## config.mk

```make
export PLATFORM = sky130hd
export DESIGN_NAME = i2c_dual_regfile
export DESIGN_NICKNAME = d
export VERILOG_FILES = /design/src/rtl/i2c_rf_pkg.sv /design/src/rtl/i2c_rf_sync.sv /design/src/rtl/i2c_rf_bank.sv /design/src/rtl/i2c_rf_ctrl.sv /design/src/rtl/i2c_dual_regfile.sv
export SDC_FILE = /design/constraint.sdc
export NUM_CORES = 1
export LEC_CHECK = 0
export BUFFER_PORTS_ARGS = -buffer_cell sky130_fd_sc_hd__buf_2
export CELL_PAD_IN_SITES_DETAIL_PLACEMENT = 1
export CELL_PAD_IN_SITES_GLOBAL_PLACEMENT = 2
export CORE_MARGIN = 2
export CORE_UTILIZATION = 45
export DETAILED_ROUTE_END_ITERATION = 10
export PLACE_DENSITY_LB_ADDON = 0.25
export REMOVE_ABC_BUFFERS = 1
export SYNTH_ARGS = -nofsm -noshare
export SYNTH_HDL_FRONTEND = slang
export SYNTH_HIERARCHICAL = 1
export SYNTH_SLANG_ARGS = --single-unit
```

## constraint.sdc

```tcl
create_clock -name clk -period 5.3 [get_ports clk]
set_clock_uncertainty 0.2 [all_clocks]
set_input_delay 0.795 -clock clk [delete_from_list [all_inputs] [get_ports clk]]
set_output_delay 0.795 -clock clk [all_outputs]
set_load 0.01 [all_outputs]
```

## src/rtl/i2c_rf_pkg.sv

```systemverilog
package i2c_rf_pkg;

  localparam int unsigned BYTE_W = 8;

  typedef enum logic [2:0] {
    PH_IDLE,
    PH_ID,
    PH_ADDR,
    PH_WDATA,
    PH_RDATA,
    PH_SKIP
  } phase_t;

  // Pointer step with wrap after the last implemented location.
  function automatic logic [BYTE_W-1:0] ptr_next(input logic [BYTE_W-1:0] p,
                                                 input logic [BYTE_W-1:0] last);
    return (p >= last) ? '0 : p + 1'b1;
  endfunction

  // Identifier acceptance: either id is known, but a read after an address
  // byte within the same transfer must repeat the previous identifier.
  function automatic logic id_accept(input logic [BYTE_W-1:0] b,
                                     input logic              after_addr,
                                     input logic [6:0]        prev,
                                     input logic [6:0]        id_a,
                                     input logic [6:0]        id_b);
    logic known;
    known = (b[7:1] == id_a) || (b[7:1] == id_b);
    if (after_addr && b[0] && (b[7:1] != prev)) return 1'b0;
    return known;
  endfunction

endpackage

```

## src/rtl/i2c_rf_sync.sv

```systemverilog
module i2c_rf_sync #(
  parameter int unsigned STAGES = 2
) (
  input  logic clk,
  input  logic rst_n,
  input  logic scl_i,
  input  logic sda_i,
  output logic scl_s,
  output logic sda_s,
  output logic scl_rise,
  output logic scl_fall,
  output logic start_det,
  output logic stop_det
);

  logic [STAGES-1:0] scl_pipe;
  logic [STAGES-1:0] sda_pipe;
  logic              scl_q;
  logic              sda_q;

  always_ff @(posedge clk or negedge rst_n) begin
    if (!rst_n) begin
      scl_pipe <= '1;
      sda_pipe <= '1;
      scl_q    <= 1'b1;
      sda_q    <= 1'b1;
    end else begin
      scl_pipe <= {scl_pipe[STAGES-2:0], scl_i};
      sda_pipe <= {sda_pipe[STAGES-2:0], sda_i};
      scl_q    <= scl_s;
      sda_q    <= sda_s;
    end
  end

  assign scl_s     = scl_pipe[STAGES-1];
  assign sda_s     = sda_pipe[STAGES-1];
  assign scl_rise  = scl_s & ~scl_q;
  assign scl_fall  = ~scl_s & scl_q;
  assign start_det = scl_s & scl_q & sda_q & ~sda_s;
  assign stop_det  = scl_s & scl_q & ~sda_q & sda_s;

endmodule

```

## src/rtl/i2c_rf_bank.sv

```systemverilog
module i2c_rf_bank #(
  parameter int unsigned DEPTH = 48
) (
  input  logic       clk,
  input  logic       wr_en,
  input  logic       wr_space,
  input  logic [7:0] wr_addr,
  input  logic [7:0] wr_data,
  input  logic       rd_space,
  input  logic [7:0] rd_addr,
  output logic [7:0] rd_data
);

  localparam int unsigned SPACES = 2;
  localparam int unsigned IW     = $clog2(DEPTH);
  localparam logic [7:0]  DEPTH_B = 8'(DEPTH);

  logic [7:0] rd_vec [SPACES];

  for (genvar g = 0; g < SPACES; g++) begin : g_space
    logic [7:0] mem [DEPTH];

    always_ff @(posedge clk) begin
      if (wr_en && (wr_space == 1'(g))) mem[wr_addr[IW-1:0]] <= wr_data;
    end

    assign rd_vec[g] = mem[rd_addr[IW-1:0]];
  end

  assign rd_data = (rd_addr < DEPTH_B) ? rd_vec[rd_space] : 8'h00;

  assert_wr_in_range_R8: assert property (@(posedge clk) wr_en |-> (wr_addr < DEPTH_B))
    else $error("write strobe for an address outside the bank");

endmodule

```

## src/rtl/i2c_rf_ctrl.sv

```systemverilog
module i2c_rf_ctrl
  import i2c_rf_pkg::*;
#(
  parameter int unsigned DEPTH  = 48,
  parameter logic [6:0]  ID_CSR = 7'b1101111,
  parameter logic [6:0]  ID_USR = 7'b1010111
) (
  input  logic       clk,
  input  logic       rst_n,
  input  logic       scl_s,
  input  logic       sda_s,
  input  logic       scl_rise,
  input  logic       scl_fall,
  input  logic       start_det,
  input  logic       stop_det,
  input  logic [7:0] rd_data,
  output logic       rd_space,
  output logic [7:0] rd_addr,
  output logic       wr_en,
  output logic       wr_space,
  output logic [7:0] wr_addr,
  output logic [7:0] wr_data,
  output logic       sda_drv
);

  localparam logic [7:0] LAST_LOC = 8'(DEPTH - 1);
  localparam logic [7:0] DEPTH_B  = 8'(DEPTH);

  phase_t     phase;
  phase_t     nxt_phase;
  logic [3:0] bitcnt;
  logic [6:0] shreg;
  logic [7:0] txsh;
  logic [7:0] ptr;
  logic       space;
  logic [6:0] last_id;
  logic       addr_seen;
  logic       ack_pend;

  // named internal events
  logic       active;
  logic [7:0] byte_in;
  logic       byte_done;
  logic       rd_ack_slot;
  logic       id_ok;
  logic [2:0] tx_idx;

  assign active      = (phase != PH_IDLE) && (phase != PH_SKIP);
  assign byte_in     = {shreg, sda_s};
  assign byte_done   = scl_rise && (bitcnt == 4'd7) &&
                       ((phase == PH_ID) || (phase == PH_ADDR) || (phase == PH_WDATA));
  assign rd_ack_slot = scl_rise && (bitcnt == 4'd8) && (phase == PH_RDATA);
  assign id_ok       = id_accept(byte_in, addr_seen, last_id, ID_CSR, ID_USR);
  assign tx_idx      = 3'd7 - bitcnt[2:0];

  always_ff @(posedge clk or negedge rst_n) begin
    if (!rst_n) begin
      phase     <= PH_IDLE;
      nxt_phase <= PH_SKIP;
      bitcnt    <= '0;
      shreg     <= '0;
      txsh      <= '0;
      ptr       <= '0;
      space     <= 1'b0;
      last_id   <= '0;
      addr_seen <= 1'b0;
      ack_pend  <= 1'b0;
      sda_drv   <= 1'b0;
    end else if (start_det) begin
      phase    <= PH_ID;
      bitcnt   <= '0;
      sda_drv  <= 1'b0;
      ack_pend <= 1'b0;
      if (phase == PH_IDLE) addr_seen <= 1'b0;
    end else if (stop_det) begin
      phase     <= PH_IDLE;
      bitcnt    <= '0;
      sda_drv   <= 1'b0;
      ack_pend  <= 1'b0;
      addr_seen <= 1'b0;
    end else begin
      if (scl_rise && active) begin
        if (bitcnt < 4'd8) begin
          shreg  <= byte_in[6:0];
          bitcnt <= bitcnt + 4'd1;
        end else if (bitcnt == 4'd8) begin
          bitcnt <= 4'd9;
        end
      end

      if (byte_done) begin
        unique case (phase)
          PH_ID: begin
            if (id_ok) begin
              ack_pend  <= 1'b1;
              space     <= (byte_in[7:1] == ID_USR);
              last_id   <= byte_in[7:1];
              nxt_phase <= byte_in[0] ? PH_RDATA : PH_ADDR;
            end else begin
              ack_pend  <= 1'b0;
              nxt_phase <= PH_SKIP;
            end
          end
          PH_ADDR: begin
            ptr       <= byte_in;
            addr_seen <= 1'b1;
            ack_pend  <= 1'b1;
            nxt_phase <= PH_WDATA;
          end
          PH_WDATA: begin
            ptr       <= ptr_next(ptr, LAST_LOC);
            ack_pend  <= 1'b1;
            nxt_phase <= PH_SKIP;
          end
          default: ;
        endcase
      end

      if (rd_ack_slot) begin
        ptr       <= ptr_next(ptr, LAST_LOC);
        nxt_phase <= sda_s ? PH_SKIP : PH_RDATA;
      end

      if (scl_fall) begin
        if (!active) begin
          sda_drv <= 1'b0;
        end else if (bitcnt == 4'd9) begin
          bitcnt   <= '0;
          phase    <= nxt_phase;
          ack_pend <= 1'b0;
          if (nxt_phase == PH_RDATA) begin
            txsh    <= rd_data;
            sda_drv <= ~rd_data[7];
          end else begin
            sda_drv <= 1'b0;
          end
        end else if (bitcnt == 4'd8) begin
          sda_drv <= ack_pend;
        end else if ((phase == PH_RDATA) && (bitcnt != 4'd0)) begin
          sda_drv <= ~txsh[tx_idx];
        end else begin
          sda_drv <= 1'b0;
        end
      end
    end
  end

  assign wr_en    = byte_done && (phase == PH_WDATA) && (ptr < DEPTH_B);
  assign wr_space = space;
  assign wr_addr  = ptr;
  assign wr_data  = byte_in;
  assign rd_space = space;
  assign rd_addr  = ptr;

  assert_drive_rise_low_R10: assert property (@(posedge clk) disable iff (!rst_n)
    $rose(sda_drv) |-> !scl_s)
    else $error("SDA drive asserted while SCL high");

  assert_drive_fall_low_R11: assert property (@(posedge clk) disable iff (!rst_n)
    $fell(sda_drv) |-> !scl_s)
    else $error("SDA drive released while SCL high");

  assert_skip_silent_R3: assert property (@(posedge clk) disable iff (!rst_n)
    (phase == PH_SKIP) |-> !sda_drv)
    else $error("SDA driven while ignoring the bus");

  assert_ptr_wrap_R6: assert property (@(posedge clk) disable iff (!rst_n)
    rd_ack_slot |=> (ptr < DEPTH_B))
    else $error("pointer left the bank after a read step");

  assert_start_abort_R9: assert property (@(posedge clk) disable iff (!rst_n)
    start_det |=> ((bitcnt == 4'd0) && (phase == PH_ID) && !sda_drv))
    else $error("START did not restart the byte");

  assert_bitcnt_bound_R9: assert property (@(posedge clk) disable iff (!rst_n)
    bitcnt <= 4'd9)
    else $error("bit counter out of range");

endmodule

```

## src/rtl/i2c_dual_regfile.sv

```systemverilog
module i2c_dual_regfile #(
  parameter int unsigned DEPTH       = 48,
  parameter logic [6:0]  ID_CSR      = 7'b1101111,
  parameter logic [6:0]  ID_USR      = 7'b1010111,
  parameter int unsigned SYNC_STAGES = 2
) (
  input  logic clk,
  input  logic rst_n,
  input  logic scl_i,
  input  logic sda_i,
  output logic sda_oe
);

  logic       scl_s;
  logic       sda_s;
  logic       scl_rise;
  logic       scl_fall;
  logic       start_det;
  logic       stop_det;
  logic       rd_space;
  logic [7:0] rd_addr;
  logic [7:0] rd_data;
  logic       wr_en;
  logic       wr_space;
  logic [7:0] wr_addr;
  logic [7:0] wr_data;

  i2c_rf_sync #(.STAGES(SYNC_STAGES)) u_sync (
    .clk       (clk),
    .rst_n     (rst_n),
    .scl_i     (scl_i),
    .sda_i     (sda_i),
    .scl_s     (scl_s),
    .sda_s     (sda_s),
    .scl_rise  (scl_rise),
    .scl_fall  (scl_fall),
    .start_det (start_det),
    .stop_det  (stop_det)
  );

  i2c_rf_ctrl #(.DEPTH(DEPTH), .ID_CSR(ID_CSR), .ID_USR(ID_USR)) u_ctrl (
    .clk       (clk),
    .rst_n     (rst_n),
    .scl_s     (scl_s),
    .sda_s     (sda_s),
    .scl_rise  (scl_rise),
    .scl_fall  (scl_fall),
    .start_det (start_det),
    .stop_det  (stop_det),
    .rd_data   (rd_data),
    .rd_space  (rd_space),
    .rd_addr   (rd_addr),
    .wr_en     (wr_en),
    .wr_space  (wr_space),
    .wr_addr   (wr_addr),
    .wr_data   (wr_data),
    .sda_drv   (sda_oe)
  );

  i2c_rf_bank #(.DEPTH(DEPTH)) u_bank (
    .clk      (clk),
    .wr_en    (wr_en),
    .wr_space (wr_space),
    .wr_addr  (wr_addr),
    .wr_data  (wr_data),
    .rd_space (rd_space),
    .rd_addr  (rd_addr),
    .rd_data  (rd_data)
  );

endmodule

```

==> metrics.md, run 1 <==
| Metric | Value |
|---|---|
| Status | `finished, final reports clean` |
| CP Class | `flip-flop to flip-flop` |
| Internal power | `11.3 mW` |
| All-layer global routing usage | `0.227` |
| Fin crit share | `0.754` |
| Die ar. | `0.0746 mm²` |
| Net switching power | `3.37 mW` |
| Min Tclk post-route | `between 3000 and 4000 ps` |
| Drt first pass iters | `5` |
| I/O Pins | `5` |
| Largest net degree at the start of global routing | `83` |
| Worst setup margin | `1300 ps` |
| Setup violators final | `0` |
| Via density per instance | `6.02` |
| Global route total overflow | `0` |
| Vias in the first global route | `17500` |
| Final Max Slew Viols | `0` |
| Leakage | `11.4 nW` |
| Cts hold-fix bufs | `0` |
| Setup Fix Bufs, Post-CTS | `0` |
| CP Cell Sequence | `nor2b_1, nand4b_1, nor2_1, and3_1, and3b_1, nand3_1, nor2_1` |
| Clock Latency Late Sink | `630 ps` |
| Hold crit path type | `input pin to flip-flop` |
| Core footprint | `0.0716 mm²` |
| Fillers | `between 6000 and 7000` |
| CTS H-Tree Depth | `3` |
| DR DRC count | `0` |
| Req. time, crit path | `roughly 5400 ps` |
| Routed Antenna Nets | `0` |
| Cell Pwr Density | `~400 mW/mm²` |
| Final setup TNS | `0 ps` |
| CTS Buffer Depth | `3` |
| Max cap viols | `0` |
| Initial antenna violation count | `1` |
| Starting density of the core | `0.455` |
| Resized Gates After CTS | `0` |
| Combinational Power Share | `0.049` |
| DRT iter0 DRCs | `1574` |
| Area of the multi-input gates | `0.00770 mm²` |
| Final net count | `~1800` |
| Sw Share | `0.230` |
| Bufs and invs on worst path | `0` |
| Diode count | `0` |
| Max FO, Critical Path | `8` |
| Vias | `16700` |
| Chip Width | `273 µm` |
| TritonCTS buffer count | `85` |
| Syn Inst Count | `1691` |
| Crit path max-delay family | `simple AND/OR/NAND/NOR gates` |
| Die H | `273 µm` |
| Unrepaired setup endpoints after global routing | `no` |
| Dpl ws | `between 1000 and 1500 ps` |
| Worst setup EP type | `flip-flop` |
| WHS | `72.3 ps` |
| Power share of the sequential group | `0.554` |
| Register area | `approximately 0.024 mm²` |
| Crit-path max cell delay | `between 700 and 800 ps` |
| Routed WL | `82.6 mm` |
| Tot Pwr | `14.7 mW` |
| Final hold viol count | `0` |
| Sink Count | `slightly above 800` |
| Synthesized area per cell | `19.3 µm²` |
| CTS clk-pin slew, worst paths | `60 ps` |
| Post-route core utilization | `0.511` |
| CTS tree | `done` |
| Slew HR | `0.205` |
| Syn-to-layout area delta | `12.4%` |
| Clock Root Buffer | `clkbuf_16` |
| Post-DP HPWL | `50.8 mm` |
| PortBufs | `4` |
| Arrival time at the worst endpoint | `4050 ps` |
| Clk pwr share | `0.398` |
| Routability cong. | `about 0.8` |
| Layout cells sized above 1 | `0.253` |
| Row count | `98` |
| Worst path most repeated cell | `nor2_1` |
| Yosys warns | `6` |
| Nature of the critical path startpoint | `flip-flop` |
| Fmax | `around 250 MHz` |
| Global-route wire length before repair | `around 120 mm` |
| Peak VDD IR | `~0.28 mV` |
| Synthesized area | `about 0.033 mm²` |
| Least-Margin Pin Slew | `between 1000 and 1500 ps` |
| DR WL/cell | `29.8 µm` |
| Slowest cell on crit path | `nor2_1` |
-- placed cells by master, fill, tap and decap left out, types with 10 or more instances in the layout --
cell type / n
o21ai_0: 18
clkbuf_16: 88
clkinv_1: 19
o221ai_1: 12
nand2_1: 35
clkbuf_1: 16
mux2i_1: 55
edfxtp_1: 768
a211oi_1: 13
clkinv_2: 14
nor2_1: 131
dfrtp_1: 31
nor3_1: 18
mux2_2: 73
a21oi_1: 17
nor4_1: 10
buf_4: 65
nor2b_1: 19
nand3b_1: 13
dfrtp_4: 10
mux4_2: 156
nand3_1: 16
inv_1: 14
o22ai_1: 48
-- power groups by stage --
stage / sequential (mW) / combinational, mW / clock (mW)
3_5_place_dp: 8.27 / 0.749 / 0
3_3_place_gp: 8.26 / 0.707 / 0
6_report: 8.12 / 0.712 / 5.84
4_1_cts: 8.13 / 0.745 / 5.97
5_1_grt: 8.15 / 0.790 / 6.21
2_1_floorplan: 8.32 / 0.121 / 0
-- layer usage --
| metal | global-route usage | vias to the layer above | wire (µm) |
|---|---|---|---|
| li1 | - | 7068 | - |
| met5 | 0 | - | 0 |
| met1 | 0.322 | 8932 | 35300 |
| met3 | 0.0395 | 125 | 5180 |
| met2 | 0.361 | 555 | 39800 |
| met4 | 0.0739 | 0 | 2250 |
-- through the flow --
step	instance area, µm²	cells
3_5_place_dp	33900	2619
3_3_place_gp	33900	2619
4_1_cts	36600	2771
2_1_floorplan	32100	1596
6_report	36600	2771
5_1_grt	36600	2771
-- area by class of cell --
cell class / count / area share
Multi-Input combinational cell: 764 / 0.210
Clock inverter: 45 / 0.0110
Tap cell: 950 / 0.0325
Timing Repair Buffer: 73 / 0.0161
Inverter: 14 / 0.00144
Sequential cell: 818 / 0.666
Clock buffer: 107 / 0.0629
-- worst paths after layout --
path / cells past startpoint / from / end / slack [ps]
worst min-delay path: 1 / scl_i / u_sync/scl_pipe[0]$_DFF_PN1_ / 70
worst max register to register: 7 / u_sync/scl_pipe[1]$_DFF_PN1_ / u_bank/g_space[1].mem[41][4]$_DFFE_PP_ / 1300
worst max-delay path: 7 / u_sync/scl_pipe[1]$_DFF_PN1_ / u_bank/g_space[1].mem[41][4]$_DFFE_PP_ / 1300
worst min register to register: 0 / u_sync/sda_pipe[0]$_DFF_PN1_ / u_sync/sda_pipe[1]$_DFF_PN1_ / 150
max in group asynchronous: 2 / rst_n / u_ctrl/rd_addr[1]$_DFFE_PN0P_ / 4280
min in group asynchronous: 2 / rst_n / u_ctrl/shreg[1]$_DFFE_PN0P_ / 90
-- flip-flops by register name (all words and copies together) (netlist names) --
| name | cells |
|---|---|
| u_bank/g_space.mem | 768 |
| u_ctrl/ack_pend | 1 |
| u_ctrl/addr_seen | 1 |
| u_ctrl/bitcnt | 4 |
| u_ctrl/last_id | 7 |
| u_ctrl/nxt_phase | 3 |
| u_ctrl/phase | 3 |
| u_ctrl/rd_addr | 8 |
| u_ctrl/rd_space | 1 |
| u_ctrl/sda_drv | 1 |
| u_ctrl/shreg | 7 |
| u_ctrl/txsh | 8 |
| u_sync/scl_pipe | 2 |
| u_sync/scl_q | 1 |
| u_sync/sda_pipe | 2 |
| u_sync/sda_q | 1 |
No activity file was read; power rests on OpenSTA's default activity.
==> run 2, diff against run 1 <==
==> constraint.sdc (replaced) <==
create_clock -name clk -period 4.1 [get_ports clk]
set_clock_uncertainty 0.2 [all_clocks]
set_input_delay 0.615 -clock clk [delete_from_list [all_inputs] [get_ports clk]]
set_output_delay 0.615 -clock clk [all_outputs]
set_load 0.01 [all_outputs]
==> run 2 against run 1 <==
Compared with the run above: combinational power rose by 38%; cell count rose by 4.4%; clock power rose by 26%; global-route usage rose by 0.25 points; count of clock-buffer cells in the layout did not move; critical path type unchanged.
==> metrics.md, run 2 (synthesized netlist as in run 1, its figures left out) <==
| Metric | Value |
|---|---|
| Status | `finished, final reports clean` |
| Slowest cell on crit path | `dfrtp_4` |
| Routed Antenna Nets | `0` |
| CP Class | `flip-flop to flip-flop` |
| Post-route core utilization | `0.523` |
| Global-route wire length before repair | `between 100 and 150 mm` |
| Fmax | `264 MHz` |
| Die ar. | `0.0746 mm²` |
| Syn-to-layout area delta | `14.9%` |
| I/O Pins | `5` |
| Final net count | `roughly 1900` |
| Post-route cell area | `0.0374 mm²` |
| Final hold viol count | `0` |
| Bufs and invs on worst path | `2` |
| Clock Latency Late Sink | `640 ps` |
| Chip Width | `273 µm` |
| Final Max Slew Viols | `0` |
| Hold-critical path depth | `0` |
| DR DRC count | `0` |
| RR Endpoint | `u_ctrl/txsh[1]$_DFFE_PN0P_` |
| Worst setup EP type | `flip-flop` |
| Grt peak-use layer | `met2` |
| Routability cong. | `between 0.8 and 0.9` |
| Cell Pwr Density | `500 mW/mm²` |
| R2R Path Start | `u_ctrl/rd_addr[0]$_DFFE_PN0P_` |
| Post-DP Area | `0.0348 mm²` |
| Drt first pass iters | `5` |
| Fin crit share | `0.925` |
| Largest net degree at the start of global routing | `100` |
| Hold crit path type | `flip-flop to flip-flop` |
| Tot Pwr | `18.7 mW` |
| Max cap viols | `0` |
| CTS H-Tree Depth | `3` |
| Worst R2R Setup Slack | `between 300 and 400 ps` |
| Hold EP | `u_sync/sda_pipe[1]$_DFF_PN1_` |
| Arrival time at the worst endpoint | `between 4000 and 5000 ps` |
| TritonCTS buffer count | `84` |
| Setup violators final | `0` |
| Min Tclk post-route | `3790 ps` |
| Resized Gates After CTS | `0` |
| Commonest non-fill, non-tap cells in the layout | `edfxtp_1 (768), buf_4 (179), mux4_2 (156), nor2_1 (131), clkbuf_16 (86)` |
| Final setup TNS | `0 ps` |
| Req. time, crit path | `roughly 4400 ps` |
| Most common cell after layout, fill and taps aside | `edfxtp_1` |
| Row count | `~100` |
| Core footprint | `between 0.07 and 0.08 mm²` |
| DRT iter0 DRCs | `about 1500` |
| Initial antenna violation count | `0` |
| Crit-path max cell delay | `910 ps` |
| Hold wc startpoint | `u_sync/sda_pipe[0]$_DFF_PN1_` |
| Global route total overflow | `0` |
| All-layer global routing usage | `0.230` |
| DR WL/cell | `slightly below 30 µm` |
| Met3 Usage GRT | `0.0352` |
| Met1 Usage GRT | `0.326` |
| CTS clk-pin slew, worst paths | `about 60 ps` |
| Leakage | `12.0 nW` |
| Vias in the first global route | `18100` |
| M2 GR Usage | `0.373` |
| Peak VDD IR | `between 0.5 and 0.6 mV` |
| CP Cell Sequence | `buf_12, buf_4, mux2i_1, o221ai_1, a221oi_1, o32ai_1, mux2_2` |
| Vias | `17100` |
| Number of flip-flops in the largest register | `768` |
| Sink Count | `818` |
| Nature of the critical path startpoint | `flip-flop` |
| Layout cells sized above 1 | `0.298` |
| CTS Buffer Depth | `3` |
| WHS | `161 ps` |
| Max FO, Critical Path | `42` |
| Clock Root Buffer | `clkbuf_16` |
| Die H | `273 µm` |
| Post-DP HPWL | `53.1 mm` |
| Routed WL | `83.5 mm` |
| Diode count | `0` |
| Starting density of the core | `0.455` |
| PortBufs | `4` |
| Slew HR | `0.215` |
| CTS tree | `done` |
| Least-Margin Pin Slew | `1180 ps` |
| Unrepaired setup endpoints after global routing | `no` |
| Crit path max-delay family | `compound AO/OA/AOI/OAI gates` |
| Worst reg-to-reg path cell count | `7` |
| Via density per instance | `slightly below 6` |
==> run 2: cell count changes in the layout (fill, tap and decap cells not counted) <==
cell | before | now
buf_12 | 4 | 6
clkinv_2 | 14 | 19
clkbuf_16 | 88 | 86
bufinv_16 | 7 | 5
clkbuf_8 | 3 | 0
inv_6 | 3 | 4
clkinv_1 | 19 | 13
clkinvlp_4 | 0 | 4
clkbuf_1 | 16 | 21
buf_4 | 65 | 179
dlygate4sd3_1 | 0 | 3
==> run 2: area by class of cell <==
cell class	instances	area, µm²
repair buffers	192	1510
multi-input cells	764	7700
flip-flops and latches	818	24400
well taps	950	1190
inverters	14	52.6
clock inverters	47	384
fillers	6472	34200
clock buffers	107	2230
==> run 2: metrics by stage <==
step	worst slack, ps	cells
after floorplan	-5590	1596
after global placement	257	2735
after detailed placement	302	2735
after CTS	282	2892
after global routing	146	2892
final	308	2892
==> run 2: worst max path at each step <==
| stage | start | end | slack (ps) | cells after the start |
|---|---|---|---|---|
| 2_1_floorplan | u_ctrl/rd_addr[0]$_DFFE_PN0P_ | u_ctrl/txsh[6]$_DFFE_PN0P_ | -5590 | 6 |
| 3_3_place_gp | u_ctrl/rd_addr[0]$_DFFE_PN0P_ | u_ctrl/txsh[6]$_DFFE_PN0P_ | 260 | 7 |
| 3_5_place_dp | u_ctrl/rd_addr[0]$_DFFE_PN0P_ | u_ctrl/txsh[6]$_DFFE_PN0P_ | 300 | 7 |
| 4_1_cts | u_ctrl/rd_addr[0]$_DFFE_PN0P_ | u_ctrl/txsh[6]$_DFFE_PN0P_ | 280 | 7 |
| 5_1_grt | u_ctrl/rd_addr[0]$_DFFE_PN0P_ | u_ctrl/txsh[1]$_DFFE_PN0P_ | 150 | 8 |
| 6_report | u_ctrl/rd_addr[0]$_DFFE_PN0P_ | u_ctrl/txsh[1]$_DFFE_PN0P_ | 310 | 7 |
==> run 2: timing repair <==
item | 4_1_cts | 5_1_grt
hold buffers | 3 | 0
setup buffers | 0 | 0
hold endpoints to repair | 29 | 0
==> run 2: per-layer routing <==
layer	wire length, µm	share of wire
met1	36600	0.44
met2	40700	0.49
met3	4310	0.052
met4	1900	0.023
met5	0	0
==> run 2: report_power, final <==
group / leakage (nW) / total (mW) / switching (mW) / internal (mW)
clock network: 1.28 / 7.34 / 3.16 / 4.17
logic: 3.06 / 0.980 / 0.842 / 0.138
registers: 7.69 / 10.4 / 0.347 / 10.1
total: 12.0 / 18.7 / 4.35 / 14.4
